### src/rtl/irqc_pkg.sv
package irqc_pkg;

   // Register word addresses. Each set/clear pair is placed next to
   // the read address of the word it changes.
   typedef enum logic [3:0] {
      REG_STAT      = 4'h0,
      REG_STAT_SET  = 4'h1,
      REG_STAT_CLR  = 4'h2,
      REG_EN        = 4'h3,
      REG_EN_SET    = 4'h4,
      REG_EN_CLR    = 4'h5,
      REG_MODE      = 4'h6,
      REG_MODE_SET  = 4'h7,
      REG_MODE_CLR  = 4'h8,
      REG_ROUTE     = 4'h9,
      REG_HOST_SUM  = 4'hA,
      REG_HOST_EN   = 4'hB
   } irqc_reg_e;

   localparam int REG_SEL_W = 4;

   // Fixed source positions.
   localparam int SRC_GPTIMER  = 0;
   localparam int SRC_WATCHDOG = 1;
   localparam int SRC_METHOD   = 2;
   localparam int SRC_CTXSW    = 3;
   localparam int SRC_HALT     = 4;
   localparam int SRC_EXTERR   = 5;
   localparam int SRC_SWGEN0   = 6;
   localparam int SRC_SWGEN1   = 7;
   localparam int SRC_EXT_BASE = 8;

endpackage

### src/rtl/irqc_src_cell.sv
module irqc_src_cell (
   input  logic clk,
   input  logic rst_n,
   input  logic irq_in,
   input  logic sw_set,
   input  logic sw_clr,
   input  logic level_mode,
   output logic stat_o
);

   logic prev_q;
   logic latch_q;
   logic rise;

   assign rise = irq_in & ~prev_q;

   // The latch holds software-set state, and in edge mode it also holds
   // captured edges. The OR comes after the clear, so an edge in the
   // same clock as a clear survives it.
   always_ff @(posedge clk or negedge rst_n) begin
      if (!rst_n) begin
         prev_q  <= 1'b0;
         latch_q <= 1'b0;
      end else begin
         prev_q  <= irq_in;
         latch_q <= (latch_q & ~sw_clr) | sw_set | (rise & ~level_mode);
      end
   end

   assign stat_o = latch_q | (prev_q & level_mode);

   AST_EDGE_LATCHES: assert property (@(posedge clk) disable iff (!rst_n)
      (!level_mode && irq_in && !prev_q) |=> stat_o);

   AST_EDGE_BEATS_CLR: assert property (@(posedge clk) disable iff (!rst_n)
      (!level_mode && irq_in && !prev_q && sw_clr) |=> stat_o);

   AST_CLR_DROPS: assert property (@(posedge clk) disable iff (!rst_n)
      (sw_clr && !sw_set && !irq_in) |=> !stat_o);

endmodule

### src/rtl/irqc_regfile.sv
module irqc_regfile
   import irqc_pkg::*;
#(
   parameter int NUM_SRC = 16,
   parameter int ADDR_W  = 4,
   parameter int DATA_W  = 32
) (
   input  logic                 clk,
   input  logic                 rst_n,
   input  logic                 bus_wr_en,
   input  logic                 bus_rd_en,
   input  logic [ADDR_W-1:0]    bus_addr,
   input  logic [DATA_W-1:0]    bus_wdata,
   output logic [DATA_W-1:0]    bus_rdata,
   input  logic [NUM_SRC-1:0]   stat_i,
   input  logic                 host_sum_i,
   output logic [NUM_SRC-1:0]   stat_set_o,
   output logic [NUM_SRC-1:0]   stat_clr_o,
   output logic [NUM_SRC-1:0]   en_o,
   output logic [NUM_SRC-1:0]   mode_o,
   output logic [2*NUM_SRC-1:0] route_o,
   output logic                 host_en_o
);

   localparam int ROUTE_W = 2 * NUM_SRC;

   logic                 addr_ok;
   irqc_reg_e            sel;
   logic                 wr_hit;
   logic [NUM_SRC-1:0]   en_set;
   logic [NUM_SRC-1:0]   en_clr;
   logic [NUM_SRC-1:0]   mode_set;
   logic [NUM_SRC-1:0]   mode_clr;
   logic                 route_wr;
   logic                 host_en_wr;
   logic [NUM_SRC-1:0]   en_q;
   logic [NUM_SRC-1:0]   mode_q;
   logic [ROUTE_W-1:0]   route_q;
   logic                 host_en_q;
   logic [DATA_W-1:0]    rd_next;
   logic [DATA_W-1:0]    rdata_q;

   generate
      if (ADDR_W > REG_SEL_W) begin : g_wide_addr
         assign addr_ok = (bus_addr[ADDR_W-1:REG_SEL_W] == '0);
      end else begin : g_exact_addr
         assign addr_ok = 1'b1;
      end
   endgenerate

   assign sel    = irqc_reg_e'(bus_addr[REG_SEL_W-1:0]);
   assign wr_hit = bus_wr_en & addr_ok;

   always_comb begin
      stat_set_o = '0;
      stat_clr_o = '0;
      en_set     = '0;
      en_clr     = '0;
      mode_set   = '0;
      mode_clr   = '0;
      route_wr   = 1'b0;
      host_en_wr = 1'b0;
      if (wr_hit) begin
         case (sel)
            REG_STAT_SET: stat_set_o = bus_wdata[NUM_SRC-1:0];
            REG_STAT_CLR: stat_clr_o = bus_wdata[NUM_SRC-1:0];
            REG_EN_SET:   en_set     = bus_wdata[NUM_SRC-1:0];
            REG_EN_CLR:   en_clr     = bus_wdata[NUM_SRC-1:0];
            REG_MODE_SET: mode_set   = bus_wdata[NUM_SRC-1:0];
            REG_MODE_CLR: mode_clr   = bus_wdata[NUM_SRC-1:0];
            REG_ROUTE:    route_wr   = 1'b1;
            REG_HOST_EN:  host_en_wr = 1'b1;
            default: ;
         endcase
      end
   end

   always_ff @(posedge clk or negedge rst_n) begin
      if (!rst_n) begin
         en_q      <= '0;
         mode_q    <= '0;
         route_q   <= '0;
         host_en_q <= 1'b0;
      end else begin
         en_q   <= (en_q | en_set) & ~en_clr;
         mode_q <= (mode_q | mode_set) & ~mode_clr;
         if (route_wr)   route_q   <= bus_wdata[ROUTE_W-1:0];
         if (host_en_wr) host_en_q <= bus_wdata[0];
      end
   end

   // Set and clear addresses read back as zero.
   always_comb begin
      rd_next = '0;
      if (addr_ok) begin
         case (sel)
            REG_STAT:     rd_next[NUM_SRC-1:0] = stat_i;
            REG_EN:       rd_next[NUM_SRC-1:0] = en_q;
            REG_MODE:     rd_next[NUM_SRC-1:0] = mode_q;
            REG_ROUTE:    rd_next[ROUTE_W-1:0] = route_q;
            REG_HOST_SUM: rd_next[0]           = host_sum_i;
            REG_HOST_EN:  rd_next[0]           = host_en_q;
            default: ;
         endcase
      end
   end

   always_ff @(posedge clk or negedge rst_n) begin
      if (!rst_n)         rdata_q <= '0;
      else if (bus_rd_en) rdata_q <= rd_next;
   end

   assign bus_rdata = rdata_q;
   assign en_o      = en_q;
   assign mode_o    = mode_q;
   assign route_o   = route_q;
   assign host_en_o = host_en_q;

   AST_EN_SET_TAKES: assert property (@(posedge clk) disable iff (!rst_n)
      (wr_hit && sel == REG_EN_SET) |=>
      ((en_q & $past(bus_wdata[NUM_SRC-1:0])) == $past(bus_wdata[NUM_SRC-1:0])));

   AST_MODE_CLR_TAKES: assert property (@(posedge clk) disable iff (!rst_n)
      (wr_hit && sel == REG_MODE_CLR) |=>
      ((mode_q & $past(bus_wdata[NUM_SRC-1:0])) == '0));

   AST_ROUTE_LOADS: assert property (@(posedge clk) disable iff (!rst_n)
      (wr_hit && sel == REG_ROUTE) |=> (route_q == $past(bus_wdata[ROUTE_W-1:0])));

endmodule

### src/rtl/irqc_deliver.sv
module irqc_deliver #(
   parameter int NUM_SRC = 16
) (
   input  logic [NUM_SRC-1:0]   stat_i,
   input  logic [NUM_SRC-1:0]   en_i,
   input  logic [2*NUM_SRC-1:0] route_i,
   input  logic                 host_en_i,
   output logic                 host_sum_o,
   output logic                 irq_host_o,
   output logic                 irq_local_o
);

   logic [NUM_SRC-1:0] live;

   assign live        = stat_i & en_i;
   assign host_sum_o  = |(live & route_i[NUM_SRC-1:0]);
   assign irq_local_o = |(live & route_i[2*NUM_SRC-1:NUM_SRC]);
   assign irq_host_o  = host_sum_o & host_en_i;

endmodule

### src/rtl/sc_irq_ctrl.sv
module sc_irq_ctrl
   import irqc_pkg::*;
#(
   parameter int NUM_SRC = 16,
   parameter int ADDR_W  = 4,
   parameter int DATA_W  = 32
) (
   input  logic               clk,
   input  logic               rst_n,
   input  logic [NUM_SRC-1:0] irq_src_i,
   input  logic               bus_wr_en,
   input  logic               bus_rd_en,
   input  logic [ADDR_W-1:0]  bus_addr,
   input  logic [DATA_W-1:0]  bus_wdata,
   output logic [DATA_W-1:0]  bus_rdata,
   output logic               irq_host_o,
   output logic               irq_local_o
);

   localparam int ROUTE_W = 2 * NUM_SRC;

   generate
      if (NUM_SRC < SRC_EXT_BASE) begin : g_bad_src
         initial $fatal(1, "NUM_SRC must cover the fixed source positions");
      end
      if (ROUTE_W > DATA_W) begin : g_bad_data
         initial $fatal(1, "routing word does not fit the data bus");
      end
      if (ADDR_W < REG_SEL_W) begin : g_bad_addr
         initial $fatal(1, "address too narrow for the register map");
      end
   endgenerate

   logic [NUM_SRC-1:0] stat;
   logic [NUM_SRC-1:0] stat_set;
   logic [NUM_SRC-1:0] stat_clr;
   logic [NUM_SRC-1:0] en;
   logic [NUM_SRC-1:0] mode;
   logic [ROUTE_W-1:0] route;
   logic               host_en;
   logic               host_sum;

   irqc_regfile #(
      .NUM_SRC (NUM_SRC),
      .ADDR_W  (ADDR_W),
      .DATA_W  (DATA_W)
   ) u_regs (
      .clk        (clk),
      .rst_n      (rst_n),
      .bus_wr_en  (bus_wr_en),
      .bus_rd_en  (bus_rd_en),
      .bus_addr   (bus_addr),
      .bus_wdata  (bus_wdata),
      .bus_rdata  (bus_rdata),
      .stat_i     (stat),
      .host_sum_i (host_sum),
      .stat_set_o (stat_set),
      .stat_clr_o (stat_clr),
      .en_o       (en),
      .mode_o     (mode),
      .route_o    (route),
      .host_en_o  (host_en)
   );

   for (genvar i = 0; i < NUM_SRC; i++) begin : g_src
      irqc_src_cell u_cell (
         .clk        (clk),
         .rst_n      (rst_n),
         .irq_in     (irq_src_i[i]),
         .sw_set     (stat_set[i]),
         .sw_clr     (stat_clr[i]),
         .level_mode (mode[i]),
         .stat_o     (stat[i])
      );
   end

   irqc_deliver #(.NUM_SRC(NUM_SRC)) u_dlv (
      .stat_i      (stat),
      .en_i        (en),
      .route_i     (route),
      .host_en_i   (host_en),
      .host_sum_o  (host_sum),
      .irq_host_o  (irq_host_o),
      .irq_local_o (irq_local_o)
   );

   AST_LOCAL_NEEDS_SRC: assert property (@(posedge clk) disable iff (!rst_n)
      irq_local_o |-> ((stat & en & route[ROUTE_W-1:NUM_SRC]) != '0));

   AST_HOST_NEEDS_SRC: assert property (@(posedge clk) disable iff (!rst_n)
      irq_host_o |-> (host_en && ((stat & en & route[NUM_SRC-1:0]) != '0)));

endmodule

### config.mk
export PLATFORM = sky130hd
export DESIGN_NAME = sc_irq_ctrl
export DESIGN_NICKNAME = d
export VERILOG_FILES = /design/src/rtl/irqc_pkg.sv /design/src/rtl/irqc_src_cell.sv /design/src/rtl/irqc_regfile.sv /design/src/rtl/irqc_deliver.sv /design/src/rtl/sc_irq_ctrl.sv
export SDC_FILE = /design/constraint.sdc
export NUM_CORES = 1
export LEC_CHECK = 0
export ABC_AREA = 1
export CAP_MARGIN = 20
export CORE_MARGIN = 5
export CORE_UTILIZATION = 54
export DETAILED_ROUTE_END_ITERATION = 12
export GPL_ROUTABILITY_DRIVEN = 0
export PLACE_DENSITY_LB_ADDON = 0.25
export SKIP_CTS_REPAIR_TIMING = 1
export SLEW_MARGIN = 25
export SYNTH_ARGS = -nofsm -noshare
export SYNTH_HDL_FRONTEND = slang
export SYNTH_SLANG_ARGS = --single-unit
### constraint.sdc
create_clock -name clk -period 2.5 [get_ports clk]
set_input_delay 0.25 -clock clk [delete_from_list [all_inputs] [get_ports clk]]
set_output_delay 0.25 -clock clk [all_outputs]
set_load 0.02 [all_outputs]
; ---- Yosys cells after proc, flatten, opt, wreduce, memory -nomap -nowiden
; Cells that the tools add are included.
[word_totals]
wordCells = 240
output_inout_bits = 34
input_bits = 56
ff_bits = 129
[classes]
n_mux = 19
n_bitwise = 170
reduce_logical = 3
eq_ne = 11
[ops]
columns = op, n
row1 = $mux 16, 13
row2 = $and 16x16->16, 5
row3 = $and 1x1->1, 65
row4 = $pmux 15 s4, 1
row5 = $not 1->1, 48
row6 = $or 1x1->1, 48
row7 = $not 16->16, 2
row8 = $or 16x16->16, 2
row9 = $reduce_or 16->1, 2
row10 = $eq 4x3->1 const B, 4
row11 = $eq 4x4->1 const B, 4
row12 = $eq 4x2->1 const B, 2
row13 = $pmux 1 s6, 1
row14 = $eq 4x1->1 const B, 1
row15 = $logic_not 4->1, 1
row16 = $mux 1, 4

; ---- Longest topological paths before layout
[logic_depth]
word_depth = 7
depth_mapped = 10
ltp_nobuf = 10

; ---- Hierarchy
; Synthesis repeated with hierarchy kept, for this count alone.
[unflattened]
cells_unflattened = 805
area_unflattened_um2 = 6369.9
[modules_own_cells]
columns = mod, n_inst, area_each_um2, seq_area_each_um2, cells_per_inst
row1 = irqc_regfile, 1, 4722.0, 2427.3, 604
row2 = irqc_src_cell, 16, 86.3, 50.0, 9
row3 = irqc_deliver, 1, 266.5, 0.0, 57

; ---- Least setup slack after synthesis
; No wires, ideal clock.
[synth_path]
kind = input -> register
startpoint = in bus_addr[0]
endpoint = reg u_regs.route_q[10] (netlist: u_regs.route_o[10])
path_buffers = 1
t_arrival_ns = 1.168
required_time_ns = 2.375
setup_time_ns = 0.125
stages = 7
slack_ns = 1.207
path_cell_list = inv_2 nor2_2 nand2_2 clkinv_2 nand2_4 buf_6 mux2_4
[synth_between]
elab_chain_cells = 3
[synth_lines]
columns = element, line_no
row1 = from (decl), sc_irq_ctrl.sv:13  ; input logic [ADDR_W-1:0] bus_addr,
row2 = $eq 4x4->1, irqc_regfile.sv:64  ; case (sel)
row3 = $mux 1, irqc_regfile.sv:64
row4 = $mux 1, irqc_regfile.sv:63  ; if (wr_hit) begin
row5 = to (signal assigned), irqc_regfile.sv:87  ; if (route_wr) route_q <= bus_wdata[ROUTE_W-1:0];
row6 = to (decl), irqc_regfile.sv:38  ; logic [ROUTE_W-1:0] route_q;
; No other way between the ends.
; A chain may end at the register's enable or synchronous reset.

; ---- Final worst setup path
[layout_path]
startpoint = reg g_src[1].u_cell.prev_q
endpoint = out irq_local_o
[layout_between]
elab_chain_cells = 5
[layout_lines]
columns = element, line_no
row1 = from (decl), irqc_src_cell.sv:11  ; logic prev_q;
row2 = from (signal assigned), irqc_src_cell.sv:25  ; prev_q <= irq_in;
row3 = $and 1x1->1, irqc_src_cell.sv:30  ; assign stat_o = latch_q | (prev_q & level_mode);
row4 = $or 1x1->1, irqc_src_cell.sv:30
row5 = $and 16x16->16, irqc_deliver.sv:15  ; assign live = stat_i & en_i;
row6 = $and 16x16->16, irqc_deliver.sv:17  ; assign irq_local_o = |(live & route_i[2*NUM_SRC-1:NUM_SRC]);
row7 = $reduce_or 16->1, irqc_deliver.sv:17
row8 = to (decl), sc_irq_ctrl.sv:17  ; output logic irq_local_o
; No other way between the ends.

==> run metrics <==
run status=completed; period utilisation layout=95.5%; Setup-failing EPs final=0; hold path start=irq_src_i[9]; flop2flop setup slack=about 1100 ps; max_slew headroom=55.2%; Inserted Diodes=0; final hold violations=0; RR Endpoint=u_regs.bus_rdata[0]; total global-route track usage=27.7%; die footprint=around 13000 um2; min cycle time layout=~2400 ps; Max Cap Viol=0; delay of the slowest critical-path stage=roughly 550 ps; hold depth=1; CTS tree=yes; Final Util=71.3%; Inserted Clock Buffers=17; Cells after Synth=680; latest clock arrival within the worst-skew pair=around 540 ps; Post-Syn Area=~6000 um2; WL/cell=18.6 um; syn nets=736; Max VDD drop=around 0.56 mV; Syn Area/Cell=8.87 um2; Worst setup EP type=output port; Worst Skew=5.96 ps; Die Wd=approximately 120 um; most frequent CP cell=nand2_1; post-DP HPWL=12100 um; grt ovf=0; Reg2Reg Launch Point=g_src[1].u_cell.prev_q; crit-path max FO=3; synth-to-layout area growth=28.7%; Reg clk slew, reported paths=60 ps; Reg area=3230 um2; FMAX=around 420 MHz; YS warnings=0; critical path class=reg2out; layout cells sized above 1=11.5%; startpoint types=flip-flop; Worst Tran Pin Value=671 ps; register bit count reported by yosys=129; Sink Count=129; num ports=90; Critical Path RT=2250 ps; H-tree levels=4; Cell variety after synth=28; Layout Nets=roughly 840; RSZ-0062 raised after global routing=false; antenna-violating nets left=0; vias in the first global route=5536; WHS Endpoint=g_src[9].u_cell.prev_q; pin count of the biggest net entering global routing=48; first-pass GRT wire length=28100 um; worst-path cell chain=nand2_1 -> nand2_1 -> nand3_1 -> nand2_1 -> nor3_1 -> nand2_1 -> clkdlybuf4s50_1; initial DRC count=632; clock buffer depth=2; Routed Wire Length=17500 um; slowest CP cell=clkdlybuf4s50_1; DIE HEIGHT=~120 um; initial antenna violation count=0; Seq/Total Area, Yosys=53.5%; Port Buf Inserts=89; DR DRC count=0; Hold Crit Class=in2reg; Std-Cell Rows=38; Leak Pwr=3.84 nW; most frequent cells in the layout=245 x nand2_1, 129 x dfrtp_1, 87 x clkdlybuf4s50_1; multi-input logic area=2390 um2; detailed-route vias per instance=between 5 and 6; PwrDens=824 nW/um2; fillcell total=825; root buf cell=clkbuf_8; Initial DRT Pass Iterations=5; Worst Path Arrival=2140 ps; via count=about 5400; Worst R2R Path Depth=10; Initial Util=55.4%; setup TNS=0 ps; total core area=10900 um2; commonest non-fill, non-tap cell in the layout=nand2_1; max-slew violation count=0
-- area by class of cell --
class / count / share of cell area, %
flip-flops and latches: 129 / 41.6
multi-input cells: 451 / 30.8
repair buffers: 110 / 13.9
clock buffers: 19 / 5.56
inverters: 78 / 3.79
well taps: 140 / 2.26
clock inverters: 12 / 2.13
-- where the power goes --
group | total [mW] | switching, mW | leakage [nW] | internal [mW]
registers | 2.72 | 0.295 | 1.55 | 2.43
clock network | 2.52 | 0.892 | 0.293 | 1.63
logic | 1.16 | 0.615 | 1.99 | 0.541
-- state kept, by name (all words and copies together), names as in the netlist --
signal / count
g_src.u_cell.prev_q: 16
u_regs.mode_o: 16
g_src.u_cell.latch_q: 16
u_regs.route_o: 32
u_regs.en_o: 16
u_regs.bus_rdata: 32
u_regs.host_en_o: 1
-- how the worst max path moves through the flow --
stage	from	to	slack, ps	cells past startpoint
after floorplan	bus_addr[0]	u_regs.route_o[10]	1210	7
after global placement	bus_addr[1]	g_src[6].u_cell.latch_q	480	7
after detailed placement	bus_addr[1]	g_src[2].u_cell.latch_q	380	7
after CTS	g_src[1].u_cell.prev_q	irq_host_o	5	9
after global routing	g_src[15].u_cell.prev_q	irq_local_o	6	7
final	g_src[1].u_cell.prev_q	irq_local_o	110	7
-- per-layer routing --
metal,share of wire (%),vias to the layer above,GRT usage (%)
met5,0,-,0
met1,40,2609,35.7
li1,-,2449,-
met2,48,274,44.4
met3,8.4,46,8.20
met4,3.1,0,10.8
-- logic make-up (layout without fill, tap and decap cells) --
logic type      count (synthesis)  count (layout)  share of synthesized area [%]
compound gates                103             103                           11.3
mux                            30              30                           7.22
flops                         129             129                           53.5
buf+inv                       100             219                           6.80
simple gates                  318             318                           21.2
-- synth_stat cells --
library cell | instances | share of area (%)
o21ai_0 | 37 | 3.1
nand4_1 | 1 | 0.10
mux2_4 | 26 | 6.5
nand3_1 | 35 | 2.9
dfrtp_1 | 129 | 54
a21oi_1 | 1 | 0.083
nor2_1 | 28 | 1.7
o2111ai_1 | 16 | 2.3
o31ai_1 | 1 | 0.12
a22oi_1 | 16 | 2.0
o211ai_1 | 16 | 2.0
o221ai_1 | 1 | 0.15
o22ai_1 | 15 | 1.6
mux2_2 | 4 | 0.75
clkbuf_1 | 9 | 0.56
buf_1 | 1 | 0.062
inv_2 | 2 | 0.12
clkinv_2 | 1 | 0.083
nand2_4 | 1 | 0.19
nand2_2 | 1 | 0.10
buf_2 | 9 | 0.75
nor2_4 | 1 | 0.19
buf_6 | 3 | 0.56
nor2_2 | 2 | 0.21
inv_1 | 75 | 4.7
nand2_1 | 245 | 15
nor3_2 | 2 | 0.33
nor3_1 | 2 | 0.17
-- metrics by stage --
stage / instance area [um2] / power, mW / std cells / hold WS, ps / worst slack (ps)
CTS: 7750 / 6.41 / 938 / -267 / 5.08
finish: 7760 / 6.40 / 939 / 183 / 114
global route: 7760 / 6.68 / 939 / 163 / 5.56
detailed placement: 7150 / 3.88 / 907 / 308 / 376
global placement: 7150 / 3.82 / 907 / 306 / 477
floorplan: 6030 / 3.37 / 680 / -45.6 / 1210
-- worst max-delay path, delay by kind of cell, from the launching register on --
family / cells / cell delay [ps]
DFF: 1 / 380
and+or+nand+nor: 6 / 680
buffers and inverters: 1 / 550
Note: power is estimated with default switching activity, not from simulation.
